<file path="src/rtl/ext_irq_pkg.sv">
package ext_irq_pkg;

  typedef enum logic [1:0] {
    SNS_LOW  = 2'd0,
    SNS_FALL = 2'd1,
    SNS_RISE = 2'd2,
    SNS_BOTH = 2'd3
  } sense_e;

  localparam logic [7:0] A_NMI_STAT  = 8'h00;
  localparam logic [7:0] A_NMI_CLR   = 8'h04;
  localparam logic [7:0] A_NMI_SENSE = 8'h08;
  localparam logic [7:0] A_PIN_STAT  = 8'h10;
  localparam logic [7:0] A_PIN_CLR   = 8'h14;
  localparam logic [7:0] A_PIN_SENSE = 8'h18;

  // True when the mode latches on a transition rather than a level.
  function automatic logic is_edge_mode(sense_e m);
    return m != SNS_LOW;
  endfunction

  // Event seen by an edge mode given the current and previous sample.
  function automatic logic edge_hit(sense_e m, logic cur, logic prv);
    logic rise, fall;
    rise = cur & ~prv;
    fall = prv & ~cur;
    case (m)
      SNS_FALL: return fall;
      SNS_RISE: return rise;
      SNS_BOTH: return rise | fall;
      default:  return 1'b0;
    endcase
  endfunction

  // Next value of a pin flag.
  function automatic logic flag_next(sense_e m, logic flag, logic cur,
                                     logic prv, logic clr);
    if (!is_edge_mode(m)) return ~cur;
    return edge_hit(m, cur, prv) | (flag & ~clr);
  endfunction

endpackage

</file>
<file path="src/rtl/irq_sync.sv">
module irq_sync #(
  parameter int W      = 1,
  parameter int STAGES = 2
) (
  input  logic         clk,
  input  logic         rst_n,
  input  logic [W-1:0] pin_i,
  output logic [W-1:0] cur_o,
  output logic [W-1:0] prv_o
);
  logic [STAGES-1:0][W-1:0] stage_q;
  logic [W-1:0]             prv_q;

  // Reset loads the pin everywhere so that no transition appears on release.
  always_ff @(posedge clk) begin
    if (!rst_n) begin
      for (int s = 0; s < STAGES; s++) stage_q[s] <= pin_i;
      prv_q <= pin_i;
    end else begin
      stage_q[0] <= pin_i;
      for (int s = 1; s < STAGES; s++) stage_q[s] <= stage_q[s-1];
      prv_q <= stage_q[STAGES-1];
    end
  end

  assign cur_o = stage_q[STAGES-1];
  assign prv_o = prv_q;
endmodule

</file>
<file path="src/rtl/irq_cell.sv">
module irq_cell
  import ext_irq_pkg::*;
(
  input  logic   clk,
  input  logic   rst_n,
  input  sense_e mode_i,
  input  logic   cur_i,
  input  logic   prv_i,
  input  logic   clr_i,
  output logic   flag_o
);
  logic flag_q;
  logic hit_w;
  logic edge_w;

  assign edge_w = is_edge_mode(mode_i);
  assign hit_w  = edge_hit(mode_i, cur_i, prv_i);

  always_ff @(posedge clk) begin
    if (!rst_n) flag_q <= 1'b0;
    else        flag_q <= flag_next(mode_i, flag_q, cur_i, prv_i, clr_i);
  end

  assign flag_o = flag_q;

  p_level_low_r3: assert property (@(posedge clk) disable iff (!rst_n)
    (!edge_w && !cur_i) |=> flag_q);
  p_level_high_r3: assert property (@(posedge clk) disable iff (!rst_n)
    (!edge_w && cur_i) |=> !flag_q);
  p_edge_hold_r7: assert property (@(posedge clk) disable iff (!rst_n)
    (edge_w && flag_q && !clr_i) |=> flag_q);
  p_edge_set_r8: assert property (@(posedge clk) disable iff (!rst_n)
    (edge_w && hit_w) |=> flag_q);
endmodule

</file>
<file path="src/rtl/nmi_cell.sv">
module nmi_cell (
  input  logic clk,
  input  logic rst_n,
  input  logic rise_sel_i,
  input  logic cur_i,
  input  logic prv_i,
  input  logic clr_i,
  output logic flag_o
);
  logic flag_q;
  logic hit_w;

  assign hit_w = rise_sel_i ? (cur_i & ~prv_i) : (prv_i & ~cur_i);

  always_ff @(posedge clk) begin
    if (!rst_n) flag_q <= 1'b0;
    else        flag_q <= hit_w | (flag_q & ~clr_i);
  end

  assign flag_o = flag_q;

  p_nmi_hold_r9: assert property (@(posedge clk) disable iff (!rst_n)
    (flag_q && !clr_i) |=> flag_q);
  p_nmi_set_r9: assert property (@(posedge clk) disable iff (!rst_n)
    hit_w |=> flag_q);
endmodule

</file>
<file path="src/rtl/ext_irq_sense.sv">
module ext_irq_sense
  import ext_irq_pkg::*;
#(
  parameter int NUM_PINS    = 16,
  parameter int SYNC_STAGES = 2,
  parameter int ADDR_W      = 8,
  parameter int DATA_W      = 32
) (
  input  logic                clk,
  input  logic                rst_n,
  input  logic                bus_wr,
  input  logic [ADDR_W-1:0]   bus_addr,
  input  logic [DATA_W-1:0]   bus_wdata,
  output logic [DATA_W-1:0]   bus_rdata,
  input  logic                nmi_pin,
  input  logic [NUM_PINS-1:0] irq_pin,
  output logic                nmi_req,
  output logic [NUM_PINS-1:0] irq_req
);
  localparam int SENSE_W = 2 * NUM_PINS;

  logic [SENSE_W-1:0]  sense_q;
  logic                nmi_rise_q;
  logic [NUM_PINS-1:0] cur_w, prv_w, flag_w, clr_w;
  logic                ncur_w, nprv_w, nflag_w, nclr_w;
  logic                hit_stat_n, hit_clr_n, hit_sense_n;
  logic                hit_stat_p, hit_clr_p, hit_sense_p;
  logic                mapped_w;

  // Address decode
  assign hit_stat_n  = bus_addr == ADDR_W'(A_NMI_STAT);
  assign hit_clr_n   = bus_addr == ADDR_W'(A_NMI_CLR);
  assign hit_sense_n = bus_addr == ADDR_W'(A_NMI_SENSE);
  assign hit_stat_p  = bus_addr == ADDR_W'(A_PIN_STAT);
  assign hit_clr_p   = bus_addr == ADDR_W'(A_PIN_CLR);
  assign hit_sense_p = bus_addr == ADDR_W'(A_PIN_SENSE);
  assign mapped_w    = hit_stat_n | hit_clr_n | hit_sense_n |
                       hit_stat_p | hit_clr_p | hit_sense_p;

  // Clear strobes, valid only for the applying edge
  assign nclr_w = bus_wr & hit_clr_n & bus_wdata[0];
  assign clr_w  = (bus_wr & hit_clr_p) ? bus_wdata[NUM_PINS-1:0] : '0;

  // Configuration registers
  always_ff @(posedge clk) begin
    if (!rst_n) begin
      sense_q    <= '0;
      nmi_rise_q <= 1'b0;
    end else if (bus_wr) begin
      if (hit_sense_p) sense_q    <= bus_wdata[SENSE_W-1:0];
      if (hit_sense_n) nmi_rise_q <= bus_wdata[0];
    end
  end

  // Synchronisers
  irq_sync #(.W(NUM_PINS), .STAGES(SYNC_STAGES)) u_pin_sync (
    .clk(clk), .rst_n(rst_n), .pin_i(irq_pin), .cur_o(cur_w), .prv_o(prv_w));

  irq_sync #(.W(1), .STAGES(SYNC_STAGES)) u_nmi_sync (
    .clk(clk), .rst_n(rst_n), .pin_i(nmi_pin), .cur_o(ncur_w), .prv_o(nprv_w));

  // Per-pin sense and latch
  for (genvar i = 0; i < NUM_PINS; i++) begin : g_cell
    irq_cell u_cell (
      .clk(clk), .rst_n(rst_n),
      .mode_i(sense_e'(sense_q[2*i +: 2])),
      .cur_i(cur_w[i]), .prv_i(prv_w[i]), .clr_i(clr_w[i]),
      .flag_o(flag_w[i]));
  end

  nmi_cell u_nmi (
    .clk(clk), .rst_n(rst_n), .rise_sel_i(nmi_rise_q),
    .cur_i(ncur_w), .prv_i(nprv_w), .clr_i(nclr_w), .flag_o(nflag_w));

  // Read mux
  always_comb begin
    bus_rdata = '0;
    if (hit_stat_n)  bus_rdata = DATA_W'(nflag_w);
    if (hit_sense_n) bus_rdata = DATA_W'(nmi_rise_q);
    if (hit_stat_p)  bus_rdata = DATA_W'(flag_w);
    if (hit_sense_p) bus_rdata = DATA_W'(sense_q);
  end

  assign irq_req = flag_w;
  assign nmi_req = nflag_w;

  p_unmapped_zero_r2: assert property (@(posedge clk) disable iff (!rst_n)
    !mapped_w |-> (bus_rdata == '0));
  p_clr_reads_zero_r2: assert property (@(posedge clk) disable iff (!rst_n)
    (hit_clr_n || hit_clr_p) |-> (bus_rdata == '0));
  p_unmapped_wr_r2: assert property (@(posedge clk) disable iff (!rst_n)
    (bus_wr && !mapped_w) |=> ($stable(sense_q) && $stable(nmi_rise_q)));
endmodule

</file>
<file path="config.mk">
export PLATFORM = sky130hd
export DESIGN_NAME = ext_irq_sense
export DESIGN_NICKNAME = d
export VERILOG_FILES = /design/src/rtl/ext_irq_pkg.sv /design/src/rtl/irq_sync.sv /design/src/rtl/irq_cell.sv /design/src/rtl/nmi_cell.sv /design/src/rtl/ext_irq_sense.sv
export SDC_FILE = /design/constraint.sdc
export NUM_CORES = 1
export LEC_CHECK = 0
export BUFFER_PORTS_ARGS = -buffer_cell sky130_fd_sc_hd__buf_4
export CORE_ASPECT_RATIO = 1.1
export CORE_MARGIN = 2
export CORE_UTILIZATION = 30
export DETAILED_ROUTE_END_ITERATION = 12
export PLACE_DENSITY = 0.46
export SLEW_MARGIN = 20
export SYNTH_ARGS = -nofsm -noshare
export SYNTH_HDL_FRONTEND = slang
export SYNTH_SLANG_ARGS = --single-unit
</file>
<file path="constraint.sdc">
create_clock -name clk -period 3.4 [get_ports clk]
set_input_delay 1.02 -clock clk [delete_from_list [all_inputs] [get_ports clk]]
set_output_delay 1.02 -clock clk [all_outputs]
set_load 0.02 [all_outputs]
</file>
Word level (Yosys, flattened, before mapping)
Cells that the tools add are included.

cells by class
  magnitude comparators = 0
  multiplexer cells = 122
  reductions and logical operators = 19
  div/mod/pow operators = 0
  multipliers = 0
  shift-type cells = 0
  equal/unequal tests = 53
  add/subtract/negate cells = 0
  bitwise operators = 138

operator list
  cell                                                             count
  32-bit 2-to-1 mux                                                4
  1-bit 2-to-1 mux                                                 99
  2-bit == test, second input constant                             32
  1-bit bitwise AND                                                54
  1-bit NOT                                                        51
  1-bit one-hot mux with 3 select lines                            16
  1-bit OR                                                         33
  2-bit by 1-bit == test with 1-bit output, second input constant  16
  16-bit 2-to-1 mux                                                2
  2-bit nonzero test                                               16
  8-bit by 5-bit == test with 1-bit output, second input constant  3
  8-bit by 3-bit == test with 1-bit output, second input constant  1
  8-bit by 4-bit == test with 1-bit output, second input constant  1
  8-bit logical NOT                                                1
  2-bit AND reduction                                              2
  2-bit 2-to-1 mux                                                 1

storage, ports and cells
  logic and storage cells = 357
  ROM bits = 0
  memory bits (writable) = 0
  input port bits = 60
  latch bits = 0
  bits in registers = 101
  memories kept = 0

Logic depth before layout (Yosys ltp)
Gate-level depths: netlist of run 1.

  word-level depth = 8
  depth in mapped cells = 5

Modules after synthesis
Synthesis of run 1 repeated with hierarchy kept, for this count alone.

second synthesis, totals
  cells, all modules = 531
  area total of the unflattened synthesis = 5228.8 µm²

by module, submodules not included
  module                 times used  cells each  sequential area each (µm²)  area an instance (µm²)
  ext_irq_sense          1           213         660.6                       1868.0
  irq_sync (u_pin_sync)  1           100         960.9                       1625.3
  irq_cell               16          13          20.0                        100.1
  irq_sync (u_nmi_sync)  1           5           60.1                        82.6
  nmi_cell               1           5           20.0                        51.3

Least setup slack after synthesis of run 1
Ideal clock, no wire load.

  path type = input to output
  from = input bus_addr[5]
  to = output bus_rdata[10]
  data required time = 2.380 ns
  slack = 0.222 ns
  path buffers = 2
  stages on the path = 5
  arrival = 2.158 ns
  cell sequence = nor4b_4 -> and2_0 -> buf_2 -> buf_2 -> a22o_1

on the way
  word-level cells in the longest chain between the ends = 3
  elaborated cells between the ends (all ways) = 4

ends and longest elaborated chain
  what                                      line                 RTL
  from (decl)                               ext_irq_sense.sv:12  input logic [ADDR_W-1:0] bus_addr,
  8-bit by 5-bit == test with 1-bit output  ext_irq_sense.sv:34  assign hit_stat_p = bus_addr == ADDR_W'(A_PIN_STAT);
  32-bit 2-to-1 mux                         ext_irq_sense.sv:80  if (hit_stat_p) bus_rdata = DATA_W'(flag_w);
  32-bit 2-to-1 mux (*)                     ext_irq_sense.sv:81  if (hit_sense_p) bus_rdata = DATA_W'(sense_q);
  to (decl)                                 ext_irq_sense.sv:14  output logic [DATA_W-1:0] bus_rdata,

Every way passes the cells marked *; elsewhere a longest branch is shown, timed or not.

Final worst setup path of run 1
  from = input bus_addr[5]
  to = output bus_rdata[11]

Same word-level chain as after synthesis.

==> results.json, run 1 <==
{
  "status": "finished clean",
  "initial_core_util": 0.303,
  "hold_class": "flip-flop to flip-flop",
  "skew_ps": 11.0,
  "die_height_um": 141,
  "die_x_um": 128,
  "grt_max_degree": 84,
  "overflow": 0,
  "port_buffers": 108,
  "cpMostUsedCell": "buf_4",
  "grt_pass1_wl_um": 20900,
  "avgSynthCellArea_um2": 8.88,
  "cts.sink_count": 101,
  "powerDensity_nw_per_um2": 419,
  "crit_type": "primary input to output port",
  "slowest_delay_ps": 370,
  "drt_wl_total_um": 13100,
  "drv_slew": 0,
  "dieArea_um2": 18100,
  "multiInputGateArea_um2": 2690,
  "cts_resized": 0,
  "nFillCells": 1759,
  "antenna_found_initial": 0,
  "synth_area_um2": 5100,
  "leakagePower_nw": 3.16,
  "ys_types": 35,
  "worstSetupEndpointType": "output port",
  "grt_pass1_vias": 4139,
  "syn_nets": 666,
  "register_area_um2": 2020,
  "clk_root_buffer_cell": "clkbuf_16",
  "nets": 752,
  "netlist_instances": 574,
  "dr.pass1.iters": 4,
  "grt_use_total": 0.146,
  "gp_congestion": 0.766,
  "drive_gt1_frac": 0.221,
  "antenna-diode-count": 0,
  "max_freq_mhz": 305,
  "clk_pin_slew_ps": 60,
  "critPathLaunchType": "primary input",
  "hold_buffers": 0,
  "rows": 50,
  "cp_max_fo": 6,
  "path_cells": "buf_4 > nor4b_4 > and2_0 > buf_4 > a22o_1 > buf_4",
  "cts_buffer_depth": 2,
  "postRouteAntennaNets": 0,
  "final.setup.tns_ps": 0,
  "ys_ff_latch": 101,
  "ys_seq_area_frac": 0.396,
  "htree_num_levels": 3,
  "insertion_delay_ps": 340,
  "area_growth_pct": 23.8,
  "finalPower_mw": 2.65,
  "wl_per_cell_um": 15.0,
  "numCtsBuffers": 9,
  "drt-initial-drc-count": 169,
  "cap_violations": 0,
  "cts_setup_buffers": 0,
  "critPathSlowestCell": "nor4b_4",
  "min_period_ps": 3280,
  "required_ps": 2380,
  "pin_count": 109,
  "hold_viol": 0,
  "dpl.hpwl_um": 9440,
  "ys_warn_count": 0,
  "drc": 0,
  "tightestPinTransition_ps": 551,
  "coreArea_um2": 16800,
  "crit_arrival_ps": 2260,
  "slew_headroom": 0.632,
  "period_share": 0.964,
  "vdd_ir_drop_max_v": 0.000209,
  "rsz0062_at_grt": "no",
  "setup_violations": 0,
  "vias": 4243,
  "vias_per_cell": 4.86,
  "cts_tree": "yes"
}
## layout make-up
cell class	instances	area share
Timing Repair Buffer	122	0.147
Sequential cell	101	0.320
Tap cell	208	0.0412
Clock buffer	12	0.0390
Inverter	33	0.0196
Multi-Input combinational cell	393	0.426
Clock inverter	4	0.00753
## logic make-up (layout without fill, tap and decap cells)
logic type,after synthesis,count (layout),share of synthesized area
AOI/OAI and AO/OA,74,74,0.125
adders and majority gates,32,32,0.0785
buffers and inverters,80,171,0.0788
DFF,101,101,0.396
muxes,33,33,0.0648
and+or+nand+nor,254,254,0.256
## synthesized netlist by cell type (all sizes together)
cell type / instances / area share
nand2: 134 / 0.099
dfxtp: 101 / 0.40
nand2b: 38 / 0.047
inv: 33 / 0.024
mux2i: 33 / 0.065
ha: 32 / 0.079
buf: 27 / 0.040
clkbuf: 20 / 0.015
and3: 17 / 0.021
a22o: 16 / 0.027
a32o: 16 / 0.031
nand4: 16 / 0.020
o311a: 16 / 0.031
nor3b: 11 / 0.018
a31oi: 10 / 0.012
or3: 10 / 0.012
and2: 8 / 0.0098
nor2: 6 / 0.0044
o21ai: 6 / 0.0059
o31a: 6 / 0.010
or3b: 6 / 0.010
nand3: 2 / 0.0029
nor2b: 2 / 0.0025
nor4: 2 / 0.0025
nor4b: 2 / 0.0076
a221o: 1 / 0.0020
a41oi: 1 / 0.0017
o21a: 1 / 0.0015
o22ai: 1 / 0.0012
## through the flow
step | cell area [µm²] | hold slack [ps] | std cells | util | setup WS (ps)
4_1_cts | 6320 | 428 | 873 | 0.375 | 106
3_5_place_dp | 6020 | 411 | 857 | 0.358 | 120
3_3_place_gp | 6020 | 404 | 857 | 0.358 | 173
5_1_grt | 6320 | 451 | 873 | 0.375 | 30.1
6_report | 6320 | 424 | 873 | 0.375 | 122
2_1_floorplan | 5100 | 403 | 574 | - | 222
## flip-flops by register name, summed over array words and instances (netlist names)
signal,flops
u_pin_sync.stage_q,16
u_pin_sync.prv_o,16
nmi_rise_q,1
u_nmi_sync.stage_q,1
u_nmi.flag_o,1
u_nmi_sync.cur_o,1
u_pin_sync.cur_o,16
g_cell.u_cell.flag_o,16
sense_q,32
u_nmi_sync.prv_o,1
## layer usage
layer | up-vias | share of wire | track usage
li1 | 2147 | - | -
met5 | - | 0 | 0
met2 | 91 | 0.46 | 0.245
met3 | 11 | 0.056 | 0.0402
met1 | 1994 | 0.47 | 0.186
met4 | 0 | 0.010 | 0.0364
## worst max-delay path, delay by kind of cell
family,cells,cell delay (ps)
and+or+nand+nor,2,590
buffers and inverters,3,460
AOI/OAI and AO/OA,1,180
## placed cells by master (no fill, tap or decap), types with 2 or more instances in the layout
cell type,netlist,layout
a22o_1,16,16
a31oi_1,10,10
a32o_1,16,16
and2_1,7,7
and3_1,17,17
buf_4,17,121
clkbuf_1,20,2
clkbuf_16,0,9
clkinv_2,0,2
dfxtp_1,101,101
ha_1,32,32
inv_1,33,33
mux2i_1,33,33
nand2_1,134,134
nand2b_1,38,38
nand4_1,16,16
nor2_1,6,6
nor3b_1,10,10
nor4_1,2,2
nor4b_4,1,2
o21ai_0,6,6
o311a_1,16,16
o31a_1,6,6
or3_1,10,10
or3b_2,6,6
## power breakdown
group,total [mW],internal (mW),leakage [nW],switching [mW]
clock network,1.03,0.589,0.143,0.442
logic,0.320,0.156,2.18,0.164
registers,1.30,1.25,0.838,0.0463
total,2.65,1.99,3.16,0.652
## worst paths after layout
kind | slack, ps | endpoint | depth (start not counted) | start
setup reg to reg | 2020 | g_cell[3].u_cell.flag_o | 4 | u_pin_sync.prv_o[3]
hold / removal | 420 | u_pin_sync.cur_o[13] | 2 | u_pin_sync.stage_q[13]
hold reg to reg | 420 | u_pin_sync.cur_o[13] | 2 | u_pin_sync.stage_q[13]
setup / recovery | 120 | bus_rdata[11] | 6 | bus_addr[5]
Note: power is estimated with default switching activity, not from simulation.
==> inputs of run 2 (changes only) <==
--- a/config.mk
+++ b/config.mk
@@ -5,6 +5,7 @@
 export SDC_FILE = /design/constraint.sdc
 export NUM_CORES = 1
 export LEC_CHECK = 0
+export ABC_AREA = 1
 export BUFFER_PORTS_ARGS = -buffer_cell sky130_fd_sc_hd__buf_4
 export CORE_ASPECT_RATIO = 1.1
 export CORE_MARGIN = 2
==> run 2 against run 1 <==
  * Final cell count is 19% higher
  * Synthesized area grew 0.29%
  * Core utilization grew 0.22 points
  * Design area increased by 0.59%
  * Highest routed layer unchanged
==> results.json, run 2 <==
{
  "critPathLaunchType": "primary input",
  "cpMostUsedCell": "buf_4",
  "placed_cells": 1026,
  "largest_reg_flops": 32,
  "final_cell_mix": "nand2_1 (230), inv_1 (138), buf_4 (115), dfxtp_1 (101), nor2_1 (75)",
  "critical-path-top-delay-family": "simple AND/OR/NAND/NOR gates",
  "vias_per_cell": 4.34,
  "antenna-diode-count": 0,
  "syn_nets": 832,
  "grt_pass1_vias": 4451,
  "drive_gt1_frac": 0.179,
  "ys_ff_latch": 101,
  "avgSynthCellArea_um2": 6.91,
  "area_growth_pct": 24.2,
  "synth-edff-count": 0,
  "antenna_found_initial": 0,
  "slowest_delay_ps": 190,
  "period_share": 0.931,
  "cp_max_fo": 15,
  "fin_ws_ps": 235,
  "dr.pass1.iters": 4,
  "layout.cells.non_filler": 1042,
  "clk_root_buffer_cell": "clkbuf_16",
  "status": "finished clean",
  "vdd_ir_drop_max_v": 0.000209,
  "nFillCells": 1770,
  "wl_per_cell_um": 13.0,
  "initial_core_util": 0.304,
  "pin_count": 109,
  "grt_max_degree": 67,
  "final.setup.tns_ps": 0,
  "cts_tree": "yes",
  "coreArea_um2": 16800,
  "cap_violations": 0,
  "path_cells": "buf_4 > inv_1 > nand2_1 > nor2_8 > and2_1 > buf_12 > nand3_2 > o21ai_2 > buf_4",
  "rsz0062_at_grt": "no",
  "hold_viol": 0,
  "grt_use_total": 0.155,
  "min_period_ps": 3170,
  "netlist_instances": 740,
  "skew_ps": 4.80,
  "grt_pass1_wl_um": 21800,
  "synthTopCellsByArea": "dfxtp_1 (40%), nand2_1 (17%), inv_1 (10%), ha_1 (7.8%), nor2_1 (5.5%)",
  "die_height_um": 141,
  "htree_num_levels": 3,
  "grt_use_met3": 0.0243,
  "vias": 4524,
  "met1_usage": 0.211,
  "register_area_um2": 2020,
  "ys_types": 28,
  "synth_area_um2": 5110,
  "tightestPinTransition_ps": 794,
  "cts_resized": 0,
  "synth_most_common_cell": "nand2_1",
  "dpl.hpwl_um": 9570,
  "gp_congestion": 0.784,
  "required_ps": 2380,
  "final_cell_area_um2": 6350,
  "cts.sink_count": 101,
  "ys_seq_area_frac": 0.395,
  "drv_slew": 0,
  "hold_class": "flip-flop to flip-flop",
  "use_met2": 0.248,
  "ys_warn_count": 0,
  "crit_type": "primary input to output port",
  "grt_busiest_layer": "met2",
  "place_area_um2": 6040,
  "numCtsBuffers": 9,
  "multiInputGateArea_um2": 2310,
  "cts_buffer_depth": 2,
  "clk_pin_slew_ps": 70,
  "die_x_um": 128,
  "synth_top_area_cell": "dfxtp_1",
  "hold_buffers": 0,
  "top_register": "sense_q",
  "dieArea_um2": 18100,
  "postRouteAntennaNets": 0,
  "leakagePower_nw": 3.22,
  "place_ws_ps": 221,
  "setup_violations": 0,
  "slew_headroom": 0.471,
  "synth_flop_cell": "dfxtp_1",
  "crit_arrival_ps": 2150,
  "rows": 50,
  "drc": 0,
  "final_common_cell": "nand2_1",
  "yosys-top-cells-count": "nand2_1 (230), inv_1 (138), dfxtp_1 (101)",
  "port_buffers": 108,
  "hold-worst-slack_ps": 424,
  "worst-path-buf-inv": 4,
  "drt_wl_total_um": 13600,
  "max_freq_mhz": 316,
  "critPathSlowestCell": "and2_1",
  "drt-initial-drc-count": 190,
  "yosys.area.top_type_share": 0.395,
  "powerDensity_nw_per_um2": 420,
  "cts_setup_buffers": 0,
  "worstSetupEndpointType": "output port",
  "ys_async_sr_fraction": 0,
  "insertion_delay_ps": 350,
  "overflow": 0,
  "nets": 921
}
run 2: cell count changes after synthesis, sizes merged, moves of 17 or more:
cell / previous run / this run
inv: 33 / 139
nand2: 134 / 232
nor2: 6 / 78
nand2b: 38 / 0
mux2i: 33 / 0
nand3: 2 / 31
o21ai: 6 / 33
a21oi: 0 / 18
and3: 17 / 0
run 2: logic make-up (layout without fill, tap and decap cells):
family / Yosys count / in the layout / synth area share
simple gates: 342 / 342 / 0.273
buf+inv: 180 / 274 / 0.154
flops: 101 / 101 / 0.395
compound gates: 85 / 85 / 0.0998
fa+ha+maj: 32 / 32 / 0.0783
run 2: metrics by stage:
stage	power, mW	utilization
detailed placement	1.60	0.359
floorplan	1.47	-
CTS	2.70	0.378
finish	2.67	0.378
global placement	1.59	0.359
global route	2.79	0.378
run 2: final timing paths:
kind                                        startpoint  cells after the start                       to  slack [ps]
worst max register to register     u_pin_sync.prv_o[0]                      5  g_cell[0].u_cell.flag_o        2290
worst min-delay path            u_pin_sync.stage_q[12]                      2     u_pin_sync.cur_o[12]         420
worst min register to register  u_pin_sync.stage_q[12]                      2     u_pin_sync.cur_o[12]         420
worst max-delay path                       bus_addr[6]                      9            bus_rdata[12]         230
run 2: tightest hold or removal path, stage by stage, from the launching register on:
cell     delay [ps]
dfxtp_1         310
nand2_1          40
nand2_1          50
run 2: cell type report:
cell class / instances / share of cell area
Multi-Input combinational cell: 459 / 0.363
Sequential cell: 101 / 0.318
Timing Repair Buffer: 118 / 0.145
Inverter: 140 / 0.0827
Tap cell: 208 / 0.0410
Clock buffer: 10 / 0.0360
Clock inverter: 6 / 0.0138
run 2: layer usage:
layer | up-vias | routed length (µm)
li1 | 2407 | -
met1 | 2005 | 6670
met2 | 99 | 5990
met3 | 13 | 682
met4 | 0 | 207
met5 | - | 0
run 2: report_power, final:
part | internal [mW] | switching [mW] | leakage, nW
clock network | 0.645 | 0.456 | 0.156
logic | 0.127 | 0.156 | 2.22
registers | 1.24 | 0.0375 | 0.838
total | 2.02 | 0.650 | 3.22
